<file path="src/rtl/ctrl_escape_pkg.sv">
package ctrl_escape_pkg;
    // Width of the message-class field at the low end of every flit
    localparam int CLS_W = 2;
    typedef logic [CLS_W-1:0] cls_t;
endpackage

</file>
<file path="src/rtl/esc_slot_queue.sv">
// Compacting queue: index 0 is always the oldest entry; any index may leave.
module esc_slot_queue
    import ctrl_escape_pkg::*;
#(
    parameter int DEPTH  = 2,
    parameter int FLIT_W = 16,
    parameter int THRESH = 64,
    parameter int CNT_W  = $clog2(THRESH + 1),
    parameter int IDX_W  = (DEPTH > 1) ? $clog2(DEPTH) : 1,
    parameter int OCC_W  = $clog2(DEPTH + 1)
) (
    input  logic                          clk,
    input  logic                          rst_n,
    input  logic                          push,
    input  logic [FLIT_W-1:0]             push_flit,
    input  logic                          pop_en,
    input  logic [IDX_W-1:0]              pop_idx,
    output logic [DEPTH-1:0]              q_vld,
    output logic [DEPTH-1:0][FLIT_W-1:0]  q_flit,
    output logic [DEPTH-1:0][CNT_W-1:0]   q_cnt,
    output logic [OCC_W-1:0]              q_occ
);
    typedef struct packed {
        logic [DEPTH-1:0]             vld;
        logic [DEPTH-1:0][FLIT_W-1:0] flit;
        logic [DEPTH-1:0][CNT_W-1:0]  cnt;
    } qstate_t;

    localparam logic [CNT_W-1:0] CNT_MAX = CNT_W'(THRESH);

    qstate_t st_d, st_q;
    logic [OCC_W-1:0] occ_q;

    always_comb begin
        occ_q = '0;
        for (int i = 0; i < DEPTH; i++) begin
            occ_q = occ_q + OCC_W'(st_q.vld[i]);
        end
    end

    always_comb begin
        int nxt;
        int slot;
        st_d = st_q;
        // close the gap left by a departing entry
        for (int i = 0; i < DEPTH; i++) begin
            nxt = (i + 1 < DEPTH) ? i + 1 : i;
            if (pop_en && (i >= int'(pop_idx))) begin
                if (i + 1 < DEPTH) begin
                    st_d.vld[i]  = st_q.vld[nxt];
                    st_d.flit[i] = st_q.flit[nxt];
                    st_d.cnt[i]  = st_q.cnt[nxt];
                end else begin
                    st_d.vld[i]  = 1'b0;
                    st_d.cnt[i]  = '0;
                end
            end
        end
        // survivors age by one, saturating at the threshold
        for (int i = 0; i < DEPTH; i++) begin
            if (st_d.vld[i] && (st_d.cnt[i] != CNT_MAX)) begin
                st_d.cnt[i] = st_d.cnt[i] + CNT_W'(1);
            end
        end
        // append the new arrival behind the survivors
        slot = int'(occ_q) - (pop_en ? 1 : 0);
        if (push && (slot < DEPTH)) begin
            st_d.vld[slot]  = 1'b1;
            st_d.flit[slot] = push_flit;
            st_d.cnt[slot]  = '0;
        end
    end

    always_ff @(posedge clk) begin
        if (!rst_n) begin
            st_q <= '0;
        end else begin
            st_q <= st_d;
        end
    end

    assign q_vld  = st_q.vld;
    assign q_flit = st_q.flit;
    assign q_cnt  = st_q.cnt;
    assign q_occ  = occ_q;
endmodule

</file>
<file path="src/rtl/esc_pick.sv">
// Chooses the single departure of the cycle: fast head first, else oldest eligible escape.
module esc_pick
    import ctrl_escape_pkg::*;
#(
    parameter int DEPTH  = 2,
    parameter int FLIT_W = 16,
    parameter int NCLS   = 3,
    parameter int THRESH = 64,
    parameter int CNT_W  = $clog2(THRESH + 1),
    parameter int IDX_W  = (DEPTH > 1) ? $clog2(DEPTH) : 1
) (
    input  logic [DEPTH-1:0]              q_vld,
    input  logic [DEPTH-1:0][FLIT_W-1:0]  q_flit,
    input  logic [DEPTH-1:0][CNT_W-1:0]   q_cnt,
    input  logic [NCLS-1:0]               blocked,
    input  logic [NCLS-1:0]               esc_credit,
    input  logic                          fast_ready,
    output logic                          fast_valid,
    output logic [NCLS-1:0]               esc_valid,
    output logic [FLIT_W-1:0]             esc_flit,
    output logic                          pop_en,
    output logic [IDX_W-1:0]              pop_idx
);
    localparam logic [NCLS-1:0]  ONE_HOT0 = NCLS'(1);
    localparam logic [CNT_W-1:0] CNT_MAX  = CNT_W'(THRESH);

    function automatic logic [NCLS-1:0] cls_mask(input logic [FLIT_W-1:0] f);
        return ONE_HOT0 << f[CLS_W-1:0];
    endfunction

    logic             fast_fire;
    logic             found;
    logic [IDX_W-1:0] sel;

    always_comb begin
        fast_valid = q_vld[0] && ((cls_mask(q_flit[0]) & blocked) == '0);
        fast_fire  = fast_valid && fast_ready;

        found = 1'b0;
        sel   = '0;
        for (int i = 0; i < DEPTH; i++) begin
            if (!found && q_vld[i] && (q_cnt[i] == CNT_MAX) &&
                ((cls_mask(q_flit[i]) & esc_credit) != '0)) begin
                found = 1'b1;
                sel   = IDX_W'(i);
            end
        end

        esc_flit  = q_flit[sel];
        esc_valid = '0;
        pop_en    = 1'b0;
        pop_idx   = '0;
        if (fast_fire) begin
            pop_en  = 1'b1;
        end else if (found) begin
            esc_valid = cls_mask(q_flit[sel]);
            pop_en    = 1'b1;
            pop_idx   = sel;
        end
    end
endmodule

</file>
<file path="src/rtl/esc_class_track.sv">
// Per-class count of packets parked in the escape path.
module esc_class_track #(
    parameter int NCLS  = 3,
    parameter int OCC_W = 2
) (
    input  logic            clk,
    input  logic            rst_n,
    input  logic [NCLS-1:0] release_cls,
    input  logic [NCLS-1:0] drain_cls,
    output logic [NCLS-1:0] blocked
);
    localparam logic [OCC_W-1:0] OCC_MAX = '1;

    typedef struct packed {
        logic [NCLS-1:0][OCC_W-1:0] occ;
    } track_t;

    track_t tr_d, tr_q;

    always_comb begin
        logic dn;
        tr_d = tr_q;
        for (int c = 0; c < NCLS; c++) begin
            dn = drain_cls[c] && (tr_q.occ[c] != '0);
            if (release_cls[c] && !dn && (tr_q.occ[c] != OCC_MAX)) begin
                tr_d.occ[c] = tr_q.occ[c] + OCC_W'(1);
            end else if (dn && !release_cls[c]) begin
                tr_d.occ[c] = tr_q.occ[c] - OCC_W'(1);
            end
        end
    end

    always_ff @(posedge clk) begin
        if (!rst_n) begin
            tr_q <= '0;
        end else begin
            tr_q <= tr_d;
        end
    end

    always_comb begin
        for (int c = 0; c < NCLS; c++) begin
            blocked[c] = (tr_q.occ[c] != '0);
        end
    end
endmodule

</file>
<file path="src/rtl/ctrl_escape_buf.sv">
module ctrl_escape_buf
    import ctrl_escape_pkg::*;
#(
    parameter int FLIT_W = 16,
    parameter int DEPTH  = 2,
    parameter int NCLS   = 3,
    parameter int THRESH = 64,
    parameter int OCC_W  = 2
) (
    input  logic              clk,
    input  logic              rst_n,
    input  logic              in_valid,
    input  logic [FLIT_W-1:0] in_flit,
    output logic              in_ready,
    input  logic              fast_ready,
    output logic              fast_valid,
    output logic [FLIT_W-1:0] fast_flit,
    input  logic [NCLS-1:0]   esc_credit,
    output logic [NCLS-1:0]   esc_valid,
    output logic [FLIT_W-1:0] esc_flit,
    input  logic [NCLS-1:0]   esc_drain
);
    localparam int CNT_W = $clog2(THRESH + 1);
    localparam int IDX_W = (DEPTH > 1) ? $clog2(DEPTH) : 1;
    localparam int QOC_W = $clog2(DEPTH + 1);

    logic [DEPTH-1:0]             q_vld;
    logic [DEPTH-1:0][FLIT_W-1:0] q_flit;
    logic [DEPTH-1:0][CNT_W-1:0]  q_cnt;
    logic [QOC_W-1:0]             q_occ;
    logic [NCLS-1:0]              blocked;
    logic                         pop_en;
    logic [IDX_W-1:0]             pop_idx;
    logic                         push;

    assign in_ready  = (int'(q_occ) < DEPTH);
    assign push      = in_valid && in_ready;
    assign fast_flit = q_flit[0];

    esc_slot_queue #(
        .DEPTH(DEPTH), .FLIT_W(FLIT_W), .THRESH(THRESH),
        .CNT_W(CNT_W), .IDX_W(IDX_W), .OCC_W(QOC_W)
    ) u_queue (
        .clk(clk), .rst_n(rst_n),
        .push(push), .push_flit(in_flit),
        .pop_en(pop_en), .pop_idx(pop_idx),
        .q_vld(q_vld), .q_flit(q_flit), .q_cnt(q_cnt), .q_occ(q_occ)
    );

    esc_pick #(
        .DEPTH(DEPTH), .FLIT_W(FLIT_W), .NCLS(NCLS),
        .THRESH(THRESH), .CNT_W(CNT_W), .IDX_W(IDX_W)
    ) u_pick (
        .q_vld(q_vld), .q_flit(q_flit), .q_cnt(q_cnt),
        .blocked(blocked), .esc_credit(esc_credit), .fast_ready(fast_ready),
        .fast_valid(fast_valid), .esc_valid(esc_valid), .esc_flit(esc_flit),
        .pop_en(pop_en), .pop_idx(pop_idx)
    );

    esc_class_track #(
        .NCLS(NCLS), .OCC_W(OCC_W)
    ) u_track (
        .clk(clk), .rst_n(rst_n),
        .release_cls(esc_valid), .drain_cls(esc_drain),
        .blocked(blocked)
    );
endmodule

</file>
<file path="config.mk">
export PLATFORM = sky130hd
export DESIGN_NAME = ctrl_escape_buf
export DESIGN_NICKNAME = d
export VERILOG_FILES = /design/src/rtl/ctrl_escape_pkg.sv /design/src/rtl/esc_slot_queue.sv /design/src/rtl/esc_pick.sv /design/src/rtl/esc_class_track.sv /design/src/rtl/ctrl_escape_buf.sv
export SDC_FILE = /design/constraint.sdc
export NUM_CORES = 1
export LEC_CHECK = 0
export ABC_AREA = 1
export BUFFER_PORTS_ARGS = -buffer_cell sky130_fd_sc_hd__buf_4
export CORE_ASPECT_RATIO = 0.5
export CORE_MARGIN = 4
export CORE_UTILIZATION = 45
export DETAILED_ROUTE_END_ITERATION = 16
export PLACE_DENSITY = 0.7
export SYNTH_ARGS = -nofsm -noshare
export SYNTH_HDL_FRONTEND = slang
export SYNTH_SLANG_ARGS = --single-unit
</file>
<file path="constraint.sdc">
create_clock -name clk -period 2.9 [get_ports clk]
set_input_delay 0 -clock clk [delete_from_list [all_inputs] [get_ports clk]]
set_output_delay 0 -clock clk [all_outputs]
set_load 0.03 [all_outputs]
</file>
### Word-level counts from Yosys, hierarchy flattened

Cells that the tools add are included.

* bits in registers: 54
* input port bits: 26
* output and inout port bits: 37
* logic and storage cells: 114

* add/sub/neg operators: 10
* magnitude comparators: 6
* equality and inequality tests: 7
* shifts and indexed selects: 3
* muxes and demuxes: 33
* bitwise gates (word level): 6
* reductions and logical operators: 41

Operator list (count)
* 32-bit by 3-bit < comparator with 1-bit output, second input constant: 2
* 16-bit two-way mux: 4
* 48-bit two-way mux: 1
* 7-bit two-way mux: 5
* 32-bit bitwise mux: 1
* 32-bit by 1-bit >= comparator with 1-bit output, second input constant: 1
* 3-bit by 32-bit subtractor with 32-bit output: 1
* 1-bit logical AND: 25
* 16-bit demux with 1-bit select: 1
* 7-bit by 1-bit adder with 7-bit output, second input constant: 2
* 14-bit AND: 1
* 7-bit equality test, second input constant: 2
* 7-bit inequality test, second input constant: 2
* 14-bit inverter: 1
* 2-bit two-way mux: 6
* 2-bit nonzero test: 6
* 1-bit two-way mux: 11
* 3-bit AND: 3
* 1-bit by 2-bit left shift with 3-bit output, first input constant: 3
* 7-bit demux with 1-bit select: 1
* 1-bit zero test: 7
* 2-bit by 1-bit adder with 2-bit output, second input constant: 3
* 3-bit two-way mux: 2
* 2-bit inequality test, second input constant: 3
* 9 further kinds: 12

### Depth between registers and ports, before layout

* depth in word-level cells: 21
* mapped depth: 19
* mapped depth without buffers: 17

### Modules after synthesis

From an unflattened synthesis, not the netlist that was laid out.

* cell total of the unflattened synthesis: 502
* area, all modules: 3455.8 um^2

Modules (own cells, without submodules)
* esc_slot_queue: instances 1, cells each 333, area each 2601.2 um^2, sequential area each 960.9 um^2
* esc_pick: instances 1, cells each 114, area each 491.7 um^2, sequential area each 0.0 um^2
* esc_class_track: instances 1, cells each 52, area each 349.1 um^2, sequential area each 120.1 um^2
* ctrl_escape_buf: instances 1, cells each 3, area each 13.8 um^2, sequential area each 0.0 um^2

### Least setup slack after synthesis

OpenSTA, ideal clock, no wires.

* path type: reg2reg
* from: reg u_queue.st_q, in the netlist u_queue.q_flit[0]
* to: reg with a tool-made name
* library setup time: 0.116 ns
* arrival time: 2.838 ns
* required time: 2.784 ns
* setup slack: -0.054 ns
* stages on the path, launching flop included: 15
* path buffers: 3
* clock period less this slack: 2.954 ns
* cell sequence: dfxtp_1 -> nand2_1 -> nor2_1 -> nor2_4 -> nand3_4 -> buf_4 -> nand3_4 -> buf_2 -> fa_1 -> inv_1 -> nor3_1 -> clkinv_1 -> clkbuf_1 -> nor2_1 -> nor2_1

RTL lines
* start, declared: line esc_slot_queue.sv:31 `qstate_t st_d, st_q;`
* start signal, assigned: line esc_slot_queue.sv:78 `st_q <= st_d;`

==> results.cfg <==
[yosys]
netlist_instances = 479
synth-xor-area-share = 0
yosys.area_share.adder = 0.02507
ys_ff_latch = 54
synth_edf_count = 0
synth.avg_cell_area_um2 = 6.878
ys.flop_type = dfxtp_1
synth_area_mm2 = 0.003294
synth_top_area_cell = dfxtp_1
ys_types = 43
yosysWarnings = 0
syn-num-nets = 511
synthMuxAreaShare = 0.04785
synth_top_family_by_area = simple AND/OR/NAND/NOR gates
synth_top_cell_area_share = 0.3281
yosys-top-cells-area = dfxtp_1 (33%), o21ai_0 (9.6%), nor2_1 (9.6%), nand2_1 (8.1%), nand3_1 (5.5%)
seq_area_frac_synth = 0.3281
ys_async_sr_fraction = 0
synth_compound_area_frac = 0.1527
synthSimpleGateAreaFrac = 0.3251

[routing]
drtIter0Drc = 241
antenna_left = 0
route.vias.total = 3199
routed_wl_um = 8210
viasPerCell = 5.046
wl_per_cell_um = 12.95
dr.pass1.iters = 5
drc_errors = 0

[timing]
holdWs_ns = 0.05395
max_freq_mhz = 398.6
setup_tns_ns = 0
clock_skew_ns = 0.005878
maxSlewViolCount = 0
setup_viol = 0
fin_crit_sh = 0.8651
worst_pin_slew_ns = 0.4667
fin_crit_ns = 2.509
rsz0062_at_grt = false
finalHoldViolCount = 0
max_slew_margin = 0.6885
fin_ws_ns = 0.3913

[clock_network]
clkSinkCount = 54
cts_resized = 0
cts.path.max_buffers = 2
clk_pin_slew_ns = 0.07
numCtsBuffers = 5
cts_tree = done
cts_root_buf = clkbuf_16
h-tree-depth = 2
insertion_delay_ns = 0.30

[floorplanning]
core_area_mm2 = 0.006884
die_area_mm2 = 0.008837
io_pins = 63
die_x_um = 129.0
rows = 21
die_h_um = 68.50
initial_core_util = 0.4786

[cells_and_area]
area_growth_pct = 22.79
fin_nets = 574
fillers = 628
drive_gt1_frac = 0.2306
diodes = 0

[power_and_ir_drop]
p_comb_frac = 0.395
powerDensity_mw_per_mm2 = 630.2
p_int_mw = 1.545
p_clk_frac = 0.236
power.switching_mw = 1.004
power_frac_seq = 0.369
leakage_nw = 1.837
irDropWorstVdd_v = 0.0003397
swShare = 0.3940

[placed_design]
hpwl_um = 5968
portBuffers = 62
post-place-ws_ns = 0.3966
routabilityCongestion = 0.8630

[global_route]
overflow = 0
grt_max_degree = 38
grt_pass1_vias = 2969
track_usage = 0.1956
antenna_found_initial = 0
grt_first_pass_wirelength_um = 13880

[setup_path]
crit_arrival_ns = 2.74
crit_type = flip-flop to flip-flop
worstPathRequired_ns = 3.13
worstSetupStartpointType = flip-flop
endpoint_kind = flip-flop
critPathMaxFanout = 15

[run_status]
status = finished clean

[flow_run]
drv_cap = 0

[min_path]
hold_class = input port to flip-flop
[through the flow]
step                  util  total power, mW  instance area (um2)  cells
detailed placement  0.5440            1.944                 3745    611
CTS                 0.5876            2.559                 4045    634
global route        0.5876            2.720                 4045    634
finish              0.5876            2.549                 4045    634
global placement    0.5440            1.933                 3745    611
floorplan                -            1.690                 3299    479
[worst max-delay path, stage by stage, from the launching register on]
cell	delay [ns]
dfxtp_1	0.37
inv_1	0.11
o21ai_0	0.16
o22ai_1	0.10
nand3_1	0.20
nand3_4	0.10
fa_1	0.51
nor2_1	0.06
inv_1	0.06
nand2_1	0.05
inv_1	0.37
o21ai_0	0.17
o21ai_0	0.17
[final timing paths]
path	startpoint	cells after the start	slack, ns	to
worst max-delay path	flip-flop	12	0.39	u_queue.q_flit[11]
worst min-delay path	esc_drain[0]	3	0.05	u_track.tr_q[1]
worst max register to register	flip-flop	12	0.39	u_queue.q_flit[11]
worst min register to register	flip-flop	2	0.54	flip-flop
[cells in the final DEF, fill, tap and decap left out, types with 2 or more instances in the layout]
cell type,Yosys,final
dlygate4sd3_1,0,16
nand2_4,3,3
nand3b_1,3,3
ha_1,5,5
a21oi_1,16,16
or2_2,2,2
nor2_2,4,4
a21oi_2,2,2
clkbuf_16,0,5
nor3_1,4,3
nand2_2,7,7
o21a_1,2,2
nand3_4,2,2
buf_4,18,72
o31ai_1,2,2
nand4_1,5,5
nand3_1,36,36
o21ai_1,2,2
nor3_2,1,2
o21ai_0,63,63
inv_1,47,47
mux2_2,14,14
dfxtp_1,54,54
clkinvlp_4,0,2
nor2_1,84,84
nor2_4,3,3
o21ai_2,2,2
nand2_1,71,71
[repair_timing]
action / in CTS / in global routing
setup buffers: 0 / 0
endpoints found under the hold margin: 30 / 0
hold buffers: 16 / 0
[cell families (layout without fill, tap and decap cells)]
group           count (synthesis)  count (layout)
flops                          54              54
mux                            14              14
compound gates                 93              93
fa+ha+maj                       6               6
buf+inv                        82             145
simple gates                  230             230
[Yosys cell counts (7+ instances only)]
master,n
nand3_1,36
nor2_1,84
clkbuf_1,8
nand2_1,71
dfxtp_1,54
buf_4,18
mux2_2,14
nand2_2,7
a21oi_1,16
inv_1,47
o21ai_0,63
[power groups by stage]
stage          Sequential (mW)  Clock (mW)  Combinational [mW]
4_1_cts                  0.940       0.609                1.01
6_report                 0.941       0.602                1.01
2_1_floorplan            0.929           0               0.760
3_5_place_dp             0.955           0               0.989
5_1_grt                  0.959       0.640                1.12
3_3_place_gp             0.955           0               0.978
[cell type report]
type,count,area (um2),share of cell area
multi-input combinational,343,1819,0.4497
clock inverter,2,15.01,0.003712
inverter,50,188.9,0.04671
sequential,54,1081,0.2672
tap,92,115.1,0.02846
clock buffer,5,125.1,0.03093
timing repair buffer,88,700.7,0.1732
[per-layer routing]
metal | share of wire | vias to the layer above | GRT usage
met3 | 0.054 | 2 | 0.03769
met4 | 0.0044 | 0 | 0.05366
met5 | 0 | - | 0
li1 | - | 1671 | -
met2 | 0.46 | 84 | 0.3293
met1 | 0.49 | 1442 | 0.2610
(Power assumes the default switching activity.)
